==> src/rtl/uart_fe_pkg.sv <==
package uart_fe_pkg;
  localparam int MAX_BITS = 8;
  localparam int CNT_W    = $clog2(MAX_BITS);

  typedef enum logic [2:0] {
    ST_IDLE, ST_START, ST_DATA, ST_PAR, ST_STOP
  } fe_state_e;

  typedef struct packed {
    logic [1:0] len_code;
    logic       par_en;
    logic       par_odd;
    logic       two_stop;
  } fe_cfg_t;

  // Index of the last data bit for a length code (code 0 -> 7 ... code 3 -> 4)
  function automatic logic [CNT_W-1:0] last_bit(input logic [1:0] code);
    return CNT_W'(MAX_BITS - 1) - CNT_W'(code);
  endfunction

  function automatic logic [MAX_BITS-1:0] keep_bits(input logic [MAX_BITS-1:0] d,
                                                    input logic [1:0] code);
    return d & ({MAX_BITS{1'b1}} >> code);
  endfunction
endpackage

==> src/rtl/uart_fe_sync.sv <==
module uart_fe_sync #(
  parameter int   STAGES  = 2,
  parameter logic RST_VAL = 1'b1
) (
  input  logic clk,
  input  logic rst_n,
  input  logic d,
  output logic q
);
  logic [STAGES-1:0] r;

  for (genvar i = 0; i < STAGES; i++) begin : g_stage
    if (i == 0) begin : g_first
      always_ff @(posedge clk or negedge rst_n)
        if (!rst_n) r[i] <= RST_VAL;
        else        r[i] <= d;
    end else begin : g_next
      always_ff @(posedge clk or negedge rst_n)
        if (!rst_n) r[i] <= RST_VAL;
        else        r[i] <= r[i-1];
    end
  end

  assign q = r[STAGES-1];
endmodule

==> src/rtl/uart_fe_tx.sv <==
module uart_fe_tx
  import uart_fe_pkg::*;
(
  input  logic                clk,
  input  logic                rst_n,
  input  logic                bit_tick,
  input  logic                tx_en,
  input  logic                cts_ok,
  input  fe_cfg_t             cfg,
  input  logic                tx_valid,
  output logic                tx_ready,
  input  logic [MAX_BITS-1:0] tx_data,
  output logic                txd,
  output logic                tx_busy
);
  fe_state_e           st;
  fe_cfg_t             lcfg;
  logic [MAX_BITS-1:0] sh;
  logic [CNT_W-1:0]    left;
  logic                parb;
  logic                stop_more;
  logic                frame_end;
  logic                take;
  logic [MAX_BITS-1:0] masked;

  assign frame_end = (st == ST_STOP) && !stop_more;
  assign tx_ready  = bit_tick && tx_en && cts_ok && ((st == ST_IDLE) || frame_end);
  assign take      = tx_ready && tx_valid;
  assign masked    = keep_bits(tx_data, cfg.len_code);
  assign tx_busy   = (st != ST_IDLE);

  always_ff @(posedge clk or negedge rst_n) begin
    if (!rst_n) begin
      st        <= ST_IDLE;
      lcfg      <= '0;
      sh        <= '0;
      left      <= '0;
      parb      <= 1'b0;
      stop_more <= 1'b0;
      txd       <= 1'b1;
    end else if (take) begin
      st   <= ST_START;
      txd  <= 1'b0;
      sh   <= masked;
      parb <= (^masked) ^ cfg.par_odd;
      lcfg <= cfg;
    end else if (bit_tick) begin
      unique case (st)
        ST_START: begin
          txd  <= sh[0];
          sh   <= sh >> 1;
          left <= last_bit(lcfg.len_code);
          st   <= ST_DATA;
        end
        ST_DATA: begin
          if (left != '0) begin
            txd  <= sh[0];
            sh   <= sh >> 1;
            left <= left - 1'b1;
          end else if (lcfg.par_en) begin
            txd <= parb;
            st  <= ST_PAR;
          end else begin
            txd       <= 1'b1;
            stop_more <= lcfg.two_stop;
            st        <= ST_STOP;
          end
        end
        ST_PAR: begin
          txd       <= 1'b1;
          stop_more <= lcfg.two_stop;
          st        <= ST_STOP;
        end
        ST_STOP: begin
          if (stop_more) stop_more <= 1'b0;
          else           st        <= ST_IDLE;
        end
        default: st <= ST_IDLE;
      endcase
    end
  end
endmodule

==> src/rtl/uart_fe_rx.sv <==
module uart_fe_rx
  import uart_fe_pkg::*;
#(
  parameter int OS_RATE = 16
) (
  input  logic                clk,
  input  logic                rst_n,
  input  logic                os_tick,
  input  logic                rx_en,
  input  logic                rxs,
  input  fe_cfg_t             cfg,
  input  logic                err_clear,
  input  logic                out_ready,
  output logic                out_valid,
  output logic [MAX_BITS-1:0] out_data,
  output logic                out_ferr,
  output logic                out_perr,
  output logic                out_brk,
  output logic                stat_ferr,
  output logic                stat_perr
);
  localparam int OC_W = $clog2(OS_RATE);
  localparam logic [OC_W-1:0] OC_HALF = OC_W'(OS_RATE / 2 - 1);
  localparam logic [OC_W-1:0] OC_LAST = OC_W'(OS_RATE - 1);

  fe_state_e           st;
  fe_cfg_t             lcfg;
  logic [OC_W-1:0]     oc;
  logic [CNT_W-1:0]    idx;
  logic [MAX_BITS-1:0] sh;
  logic                parb, ferr, stop_more, armed;
  logic                sample, fin, fin_ferr, fin_perr, slot_free;

  assign sample    = os_tick && (oc == OC_LAST);
  assign fin       = (st == ST_STOP) && sample && !stop_more;
  assign fin_ferr  = ferr | ~rxs;
  assign fin_perr  = lcfg.par_en & (parb != ((^sh) ^ lcfg.par_odd));
  assign slot_free = !out_valid || out_ready;

  // Bit-level state machine
  always_ff @(posedge clk or negedge rst_n) begin
    if (!rst_n) begin
      st <= ST_IDLE; lcfg <= '0; oc <= '0; idx <= '0; sh <= '0;
      parb <= 1'b0; ferr <= 1'b0; stop_more <= 1'b0; armed <= 1'b0;
    end else begin
      unique case (st)
        ST_IDLE: begin
          if (rxs) armed <= 1'b1;
          if (rx_en && armed && !rxs) begin
            st   <= ST_START;
            oc   <= '0;
            lcfg <= cfg;
          end
        end
        ST_START: if (os_tick) begin
          if (oc == OC_HALF) begin
            oc <= '0;
            if (!rxs) begin
              st <= ST_DATA; idx <= '0; sh <= '0; ferr <= 1'b0;
            end else begin
              st <= ST_IDLE;
            end
          end else begin
            oc <= oc + 1'b1;
          end
        end
        default: if (os_tick) begin
          oc <= sample ? '0 : oc + 1'b1;
          if (sample) begin
            unique case (st)
              ST_DATA: begin
                sh[idx] <= rxs;
                if (idx == last_bit(lcfg.len_code)) begin
                  if (lcfg.par_en) st <= ST_PAR;
                  else begin
                    st        <= ST_STOP;
                    stop_more <= lcfg.two_stop;
                  end
                end else begin
                  idx <= idx + 1'b1;
                end
              end
              ST_PAR: begin
                parb      <= rxs;
                st        <= ST_STOP;
                stop_more <= lcfg.two_stop;
              end
              default: begin
                if (!rxs) ferr <= 1'b1;
                if (stop_more) stop_more <= 1'b0;
                else begin
                  st    <= ST_IDLE;
                  armed <= 1'b0;
                end
              end
            endcase
          end
        end
      endcase
    end
  end

  // Output slot
  always_ff @(posedge clk or negedge rst_n) begin
    if (!rst_n) begin
      out_valid <= 1'b0; out_data <= '0;
      out_ferr  <= 1'b0; out_perr <= 1'b0; out_brk <= 1'b0;
    end else begin
      if (out_valid && out_ready) out_valid <= 1'b0;
      if (fin && slot_free) begin
        out_valid <= 1'b1;
        out_data  <= sh;
        out_ferr  <= fin_ferr;
        out_perr  <= fin_perr;
        out_brk   <= fin_ferr && (sh == '0);
      end
    end
  end

  // Sticky status
  always_ff @(posedge clk or negedge rst_n) begin
    if (!rst_n) begin
      stat_ferr <= 1'b0;
      stat_perr <= 1'b0;
    end else begin
      if (err_clear) begin
        stat_ferr <= 1'b0;
        stat_perr <= 1'b0;
      end
      if (fin && fin_ferr) stat_ferr <= 1'b1;
      if (fin && fin_perr) stat_perr <= 1'b1;
    end
  end
endmodule

==> src/rtl/uart_frame_engine.sv <==
module uart_frame_engine
  import uart_fe_pkg::*;
#(
  parameter int SYNC_STAGES = 2,
  parameter int OS_RATE     = 16
) (
  input  logic       clk,
  input  logic       rst_n,
  input  logic       bit_tick,
  input  logic       os_tick,
  input  logic [1:0] cfg_data_len,
  input  logic [1:0] cfg_stop_len,
  input  logic       cfg_par_en,
  input  logic       cfg_par_odd,
  input  logic       cfg_two_wire,
  input  logic       tx_en,
  input  logic       rx_en,
  input  logic       err_clear,
  input  logic       tx_valid,
  output logic       tx_ready,
  input  logic [7:0] tx_data,
  output logic       txd,
  output logic       tx_busy,
  output logic       tx_idle,
  input  logic       cts_n,
  output logic       rts_n,
  input  logic       rxd,
  output logic       rx_valid,
  input  logic       rx_ready,
  output logic [7:0] rx_data,
  output logic       rx_frame_err,
  output logic       rx_par_err,
  output logic       rx_break,
  output logic       stat_frame_err,
  output logic       stat_par_err
);
  fe_cfg_t cfg;
  logic    rxs, cts_s, cts_ok;

  assign cfg.len_code = cfg_data_len;
  assign cfg.par_en   = cfg_par_en;
  assign cfg.par_odd  = cfg_par_odd;
  assign cfg.two_stop = (cfg_stop_len == 2'd1);

  uart_fe_sync #(.STAGES(SYNC_STAGES), .RST_VAL(1'b1)) u_rx_sync (
    .clk(clk), .rst_n(rst_n), .d(rxd), .q(rxs));

  uart_fe_sync #(.STAGES(SYNC_STAGES), .RST_VAL(1'b1)) u_cts_sync (
    .clk(clk), .rst_n(rst_n), .d(cts_n), .q(cts_s));

  assign cts_ok = cfg_two_wire || !cts_s;

  uart_fe_tx u_tx (
    .clk(clk), .rst_n(rst_n), .bit_tick(bit_tick), .tx_en(tx_en),
    .cts_ok(cts_ok), .cfg(cfg), .tx_valid(tx_valid), .tx_ready(tx_ready),
    .tx_data(tx_data), .txd(txd), .tx_busy(tx_busy));

  uart_fe_rx #(.OS_RATE(OS_RATE)) u_rx (
    .clk(clk), .rst_n(rst_n), .os_tick(os_tick), .rx_en(rx_en), .rxs(rxs),
    .cfg(cfg), .err_clear(err_clear), .out_ready(rx_ready),
    .out_valid(rx_valid), .out_data(rx_data), .out_ferr(rx_frame_err),
    .out_perr(rx_par_err), .out_brk(rx_break),
    .stat_ferr(stat_frame_err), .stat_perr(stat_par_err));

  assign tx_idle = !tx_busy && !tx_valid;
  assign rts_n   = cfg_two_wire || !rx_en || rx_valid;
endmodule

==> config.mk <==
export PLATFORM = sky130hd
export DESIGN_NAME = uart_frame_engine
export DESIGN_NICKNAME = d
export VERILOG_FILES = /design/src/rtl/uart_fe_pkg.sv /design/src/rtl/uart_fe_sync.sv /design/src/rtl/uart_fe_tx.sv /design/src/rtl/uart_fe_rx.sv /design/src/rtl/uart_frame_engine.sv
export SDC_FILE = /design/constraint.sdc
export NUM_CORES = 1
export LEC_CHECK = 0
export BUFFER_PORTS_ARGS = -buffer_cell sky130_fd_sc_hd__buf_2
export CORE_ASPECT_RATIO = 1.5
export CORE_MARGIN = 2
export CORE_UTILIZATION = 40
export DETAILED_ROUTE_END_ITERATION = 6
export PLACE_DENSITY_LB_ADDON = 0.15
export SYNTH_ARGS = -nofsm -noshare
export SYNTH_HDL_FRONTEND = slang
export SYNTH_HIERARCHICAL = 1
export SYNTH_SLANG_ARGS = --single-unit
export TNS_END_PERCENT = 1
==> constraint.sdc <==
create_clock -name clk -period 2.2 [get_ports clk]
set_input_delay 0.22 -clock clk [delete_from_list [all_inputs] [get_ports clk]]
set_output_delay 0.22 -clock clk [all_outputs]
set_load 0.005 [all_outputs]
Word-level counts from Yosys, hierarchy flattened --
Cells that the tools add are included.
Word-level totals: register bits 66, output and inout port bits 19, word-level logic and storage cells 226
Cells by class: add/subtract/negate cells 5, order comparisons 2, equal/unequal tests 33, shift-type cells 1, mux-type cells 77, bitwise logic cells 10, reductions and logical operators 66
Operator list (number):
- $mux 8 | 9
- $mux 3 | 21
- $pmux 8 s2 | 2
- $mux 1 | 26
- $pmux 3 s2 | 4
- $reduce_and 7->1 | 3
- $mux 4 | 5
- $ne 2x2->1 const B | 9
- $reduce_bool 2->1 | 9
- $logic_and 1x1->1 | 17
- $reduce_xor 8->1 | 2
- $reduce_bool 3->1 | 5
- $eq 3x2->1 const B | 4
- $ne 2x1->1 const B | 6
- $pmux 3 s4 | 1
- $reduce_and 6->1 | 2
- $reduce_and 5->1 | 2
- $reduce_and 3->1 | 3
- $and 8x8->8 | 1
- $bwmux 8 | 1
- $logic_not 1->1 | 8
- $logic_not 8->1 | 1
- $pmux 4 s2 | 1
- $reduce_and 4->1 | 2
- other kinds (32) | 50

Longest topological paths before layout --
word-level depth 9, gate-level depth with buffers 8

Hierarchy --
Netlist, hierarchy kept.
Modules (own cells, without submodules):
- uart_fe_rx | instances 1, cells an instance 202, area each 2164.6 µm², sequential area each 1026.0 µm²
- uart_fe_tx | instances 1, cells an instance 122, area each 1174.9 µm², sequential area each 526.8 µm²
- uart_fe_sync | instances 2, cells an instance 2, area each 52.6 µm², sequential area each 52.6 µm²
- uart_frame_engine | instances 1, cells an instance 4, area each 25.0 µm², sequential area each 0.0 µm²

Least setup slack after synthesis --
Ideal clock, no wire load.
path kind flip-flop to flip-flop, start register u_rx_sync.r[1], in the netlist u_rx_sync/q, end register u_rx.st[0], setup time 125 ps, arrival time 1659 ps, data required time 2075 ps, path slack 417 ps, stages on the path, launching flop included 6, buffers on the path 1, period minus slack after synthesis 1783 ps, path through dfstp_2 clkbuf_1 and3b_1 mux2_2 nand3_1 mux2_2
On the way: longest elaborated chain between the ends 4
RTL lines:
- start: declaration | RTL line uart_fe_sync.sv:10 | logic [STAGES-1:0] r;
- start signal: indexed assignment | RTL line uart_fe_sync.sv:20 | else r[i] <= r[i-1];
- $logic_not 1->1 | RTL line uart_fe_rx.sv:49 | if (rx_en && armed && !rxs) begin
- $logic_and 1x1->1 | RTL line uart_fe_rx.sv:49
- $ne 2x1->1 (no line)
- $reduce_and 7->1 (no line)
- end signal: assignment | RTL line uart_fe_rx.sv:50 | st <= ST_START;
- end signal: assignment | RTL line uart_fe_rx.sv:59 | st <= ST_DATA; idx <= '0; sh <= '0; ferr <= 1'b0;
- end signal: assignment | RTL line uart_fe_rx.sv:61 | st <= ST_IDLE;
- end: declaration | RTL line uart_fe_rx.sv:26 | fe_state_e st;
Every way passes these cells. A chain may end at the register's enable or synchronous reset.

Final worst setup path --
start register u_rx.st[0], end register u_rx.sh[0]
On the way: longest elaborated chain between the ends 3, elaborated cells on any way between the ends 10, those cells by class eq/ne: 4; mux: 1; bitwise: 1; reduce/logical: 4
RTL lines:
- start signal: assignment | RTL line uart_fe_rx.sv:43 | st <= ST_IDLE; lcfg <= '0; oc <= '0; idx <= '0; sh <= '0;
- start signal: assignment | RTL line uart_fe_rx.sv:50
- start signal: assignment | RTL line uart_fe_rx.sv:59
- $eq 3x1->1, or another cell as far along | RTL line uart_fe_rx.sv:46 | unique case (st)
- $ne 2x2->1 (no line), or another cell as far along
- $reduce_and 6->1 (no line)
- end signal: indexed assignment | RTL line uart_fe_rx.sv:72 | sh[idx] <= rxs;
- end: declaration | RTL line uart_fe_rx.sv:30 | logic [MAX_BITS-1:0] sh;
Parallel ways exist; a longest one is shown, timed or not.

==> key figures <==
Outcome
  • Status: finished, final reports clean

Power
  • Pint: 3.20 mW
  • Sw Ratio: 0.339
  • Cell Pwr Density: 1170 nW/um2
  • Sw power: 1.64 mW
  • Combinational power share: 0.313
  • Max VDD drop: 0.520 mV
  • Tot Pwr: 4.83 mW
  • Sequential Power Share: 0.399
  • Static leakage: 1.99 nW
  • Clk network pwr share: 0.288

Critical path
  • CP Data Arrival Time: 2.17 ns
  • CP Cell Sequence: or3b_1 -> nor3_2 -> o21ai_1 -> a221o_1
  • Worst flop-to-flop path startpoint: u_rx/st[0]
  • Delay-heaviest family, CP: simple AND/OR/NAND/NOR gates
  • Startpoint types: flip-flop
  • Worst setup EP type: flip-flop
  • Bufs and invs on worst path: 0
  • CP Class: reg2reg
  • Worst setup path startpoint: u_rx/st[0]
  • Slowest CP cell: dfrtp_1
  • Critical Path RT: 2.41 ns
  • Crit Path Max Fanout: 14
  • Crit-path max cell delay: 0.59 ns

Place
  • PortBufs: 44
  • Post-detail-place hpwl: 5750 um
  • Cells after DPL: 478
  • Placed Area: 3820 um2
  • GPL Wtd Cong: 0.818

Synth
  • Synth Register Bits: 66
  • YS warnings: 6
  • Commonest cells in the netlist: dfrtp_1 (61), nand2_1 (33), inv_1 (21), nor2_1 (16), o21ai_0 (16)
  • Yosys top cell area share: 0.440
  • Netlist Area Pre-Place: 3470 um2
  • Avg Cell Area, Syn: 10.5 um2
  • Leading area contributor after synthesis: dfrtp_1
  • EDFF count, synth: 0
  • Seq/Total Area, Yosys: 0.478
  • Syn nets: 366
  • Post-synthesis cell type count: 61
  • Ys async rst share: 1.00
  • Count leader, synth: dfrtp_1
  • Syn Inst Count: 332
  • Area contributors post-synth: dfrtp_1 (44%), mux2_2 (4.9%), dfstp_2 (3.8%)
  • Top_reg_cell synth: dfrtp_1

Global route
  • GRT Overall Usage: 0.177
  • Overflow after GRT: 0
  • Initial antenna violation count: 0
  • Vias in the first global route: 2643
  • Largest net degree at the start of global routing: 43
  • First-pass GRT wire length: 12800 um

Route
  • DR iter-0 viols: 134
  • 1st-pass router iterations: 4
  • Via count: 2636
  • Drt wl/cell: 15.5 um
  • Post-route antenna net violation count: 0
  • Residual DRC count: 0
  • Vias/cell: 5.31
  • Drt total wl: 7690 um

Clock tree
  • CTS tree: done
  • H-Tree Depth: 3
  • Post-cts hold buffer count: 3
  • Worst-Skew Late Latency: 0.33 ns
  • Clk sink count: 66
  • Clk slew on worst S/H paths: 0.05 ns
  • CTS buffer count: 9
  • Cts repair resizes: 0
  • Root buffer cell: clkbuf_16
  • Max clock buf depth: 2
  • Post-CTS setup buffer count: 0

Die
  • Die area: 9450 um2
  • Height of the die: 118 um
  • I/O pin cnt: 45
  • CORE AREA: 8410 um2
  • Initial Util: 0.412
  • Die W: 80.0 um
  • Site Rows: 41

Finish
  • Area growth from synthesis to layout: 19.4%
  • Layout cell share with drive strength beyond 1: 0.247
  • Final Cell Area: 4140 um2
  • Number of diodes: 0
  • Nets: 419
  • Fin cells: 496

STA
  • Worst Clk Skew: 0.00419 ns
  • # setup viols final: 0
  • Worst Tran Pin Value: 0.585 ns
  • Setup TNS: 0 ns
  • Rel. slew slack: 0.610
  • Hold Violations, Final: 0
  • RSZ-0062 raised after global routing: no
  • Tmin final: 1.96 ns
  • Period utilization: 0.892
  • Final slew viol count: 0
  • Fmax: 510 MHz

Job
  • Max cap viols: 0

Worst hold path
  • Min-delay worst type: in2reg
  • Hold_sp: err_clear
metrics by stage:
step / utilization / hold WS, ns / worst slack [ns]
global route: 0.492 / 0.112 / 0.0738
finish: 0.492 / 0.104 / 0.238
floorplan: - / -0.0756 / 0.417
global placement: 0.455 / 0.253 / 0.298
CTS: 0.492 / 0.0917 / 0.241
detailed placement: 0.455 / 0.254 / 0.239
path summary, 6_finish.rpt:
| kind | to | slack [ns] | cells after the start |
|---|---|---|---|
| min in group asynchronous | u_rx/out_ferr | 0.45 | 2 |
| max in group asynchronous | u_tx/txd | 1.08 | 3 |
| worst min-delay path | u_rx/stat_perr | 0.10 | 2 |
| worst min register to register | u_rx_sync/q | 0.35 | 0 |
| worst max-delay path | u_rx/sh[0] | 0.24 | 4 |
| worst max register to register | u_rx/sh[0] | 0.24 | 4 |
kinds of logic (layout without fill, tap and decap cells):
family,count (synthesis),after routing,synth area share
buffers and inverters,35,92,0.0454
adders and majority gates,8,8,0.0289
DFF,66,66,0.478
AOI/OAI and AO/OA,87,87,0.185
muxes,22,22,0.0692
xor gates and xnor gates,14,14,0.0393
and+or+nand+nor,100,100,0.154
registers in the layout, summed over array words and instances (netlist names), 3 cells and up:
register and cells:
u_tx/lcfg 4, u_rx/lcfg 5, u_tx/left 3, u_tx/st 3, u_rx/sh 8, u_rx/st 3, u_rx/oc 4, u_rx/out_data 8
u_tx/sh 8, u_rx/idx 3
cell type report:
type / instances / area (um2)
inverters: 21 / 78.8
well taps: 107 / 134
flip-flops and latches: 66 / 1660
clock buffers: 12 / 246
multi-input cells: 231 / 1650
repair buffers: 56 / 330
clock inverters: 3 / 40.0
fillers: 809 / 4270
layout by cell type, fill, tap and decap left out, types with 6 or more instances in the layout:
cell type | Yosys | routed
a21oi_1 | 13 | 13
buf_2 | 6 | 44
buf_4 | 1 | 8
clkbuf_16 | 0 | 9
dfrtp_1 | 61 | 61
ha_1 | 8 | 8
inv_1 | 21 | 21
mux2_2 | 15 | 15
mux2i_1 | 6 | 6
nand2_1 | 33 | 33
nand2b_1 | 8 | 8
nand3_1 | 7 | 7
nor2_1 | 16 | 16
o21ai_0 | 16 | 16
xnor2_1 | 11 | 11
power groups by stage:
| stage | combinational, mW | clock [mW] | sequential, mW |
|---|---|---|---|
| after global routing | 1.71 | 1.50 | 2.00 |
| after floorplan | 1.20 | 0 | 1.81 |
| final | 1.51 | 1.39 | 1.93 |
| after global placement | 1.49 | 0 | 1.94 |
| after detailed placement | 1.52 | 0 | 1.95 |
| after CTS | 1.53 | 1.43 | 1.93 |
metal layers:
| layer | GRT usage | share of wire | wire length [um] | up-vias |
|---|---|---|---|---|
| li1 | - | - | - | 1318 |
| met1 | 0.209 | 0.41 | 3170 | 1270 |
| met2 | 0.304 | 0.55 | 4190 | 33 |
| met3 | 0.0368 | 0.023 | 174 | 15 |
| met4 | 0.0763 | 0.020 | 150 | 0 |
| met5 | 0 | 0 | 0 | - |
(Power assumes the default switching activity.)
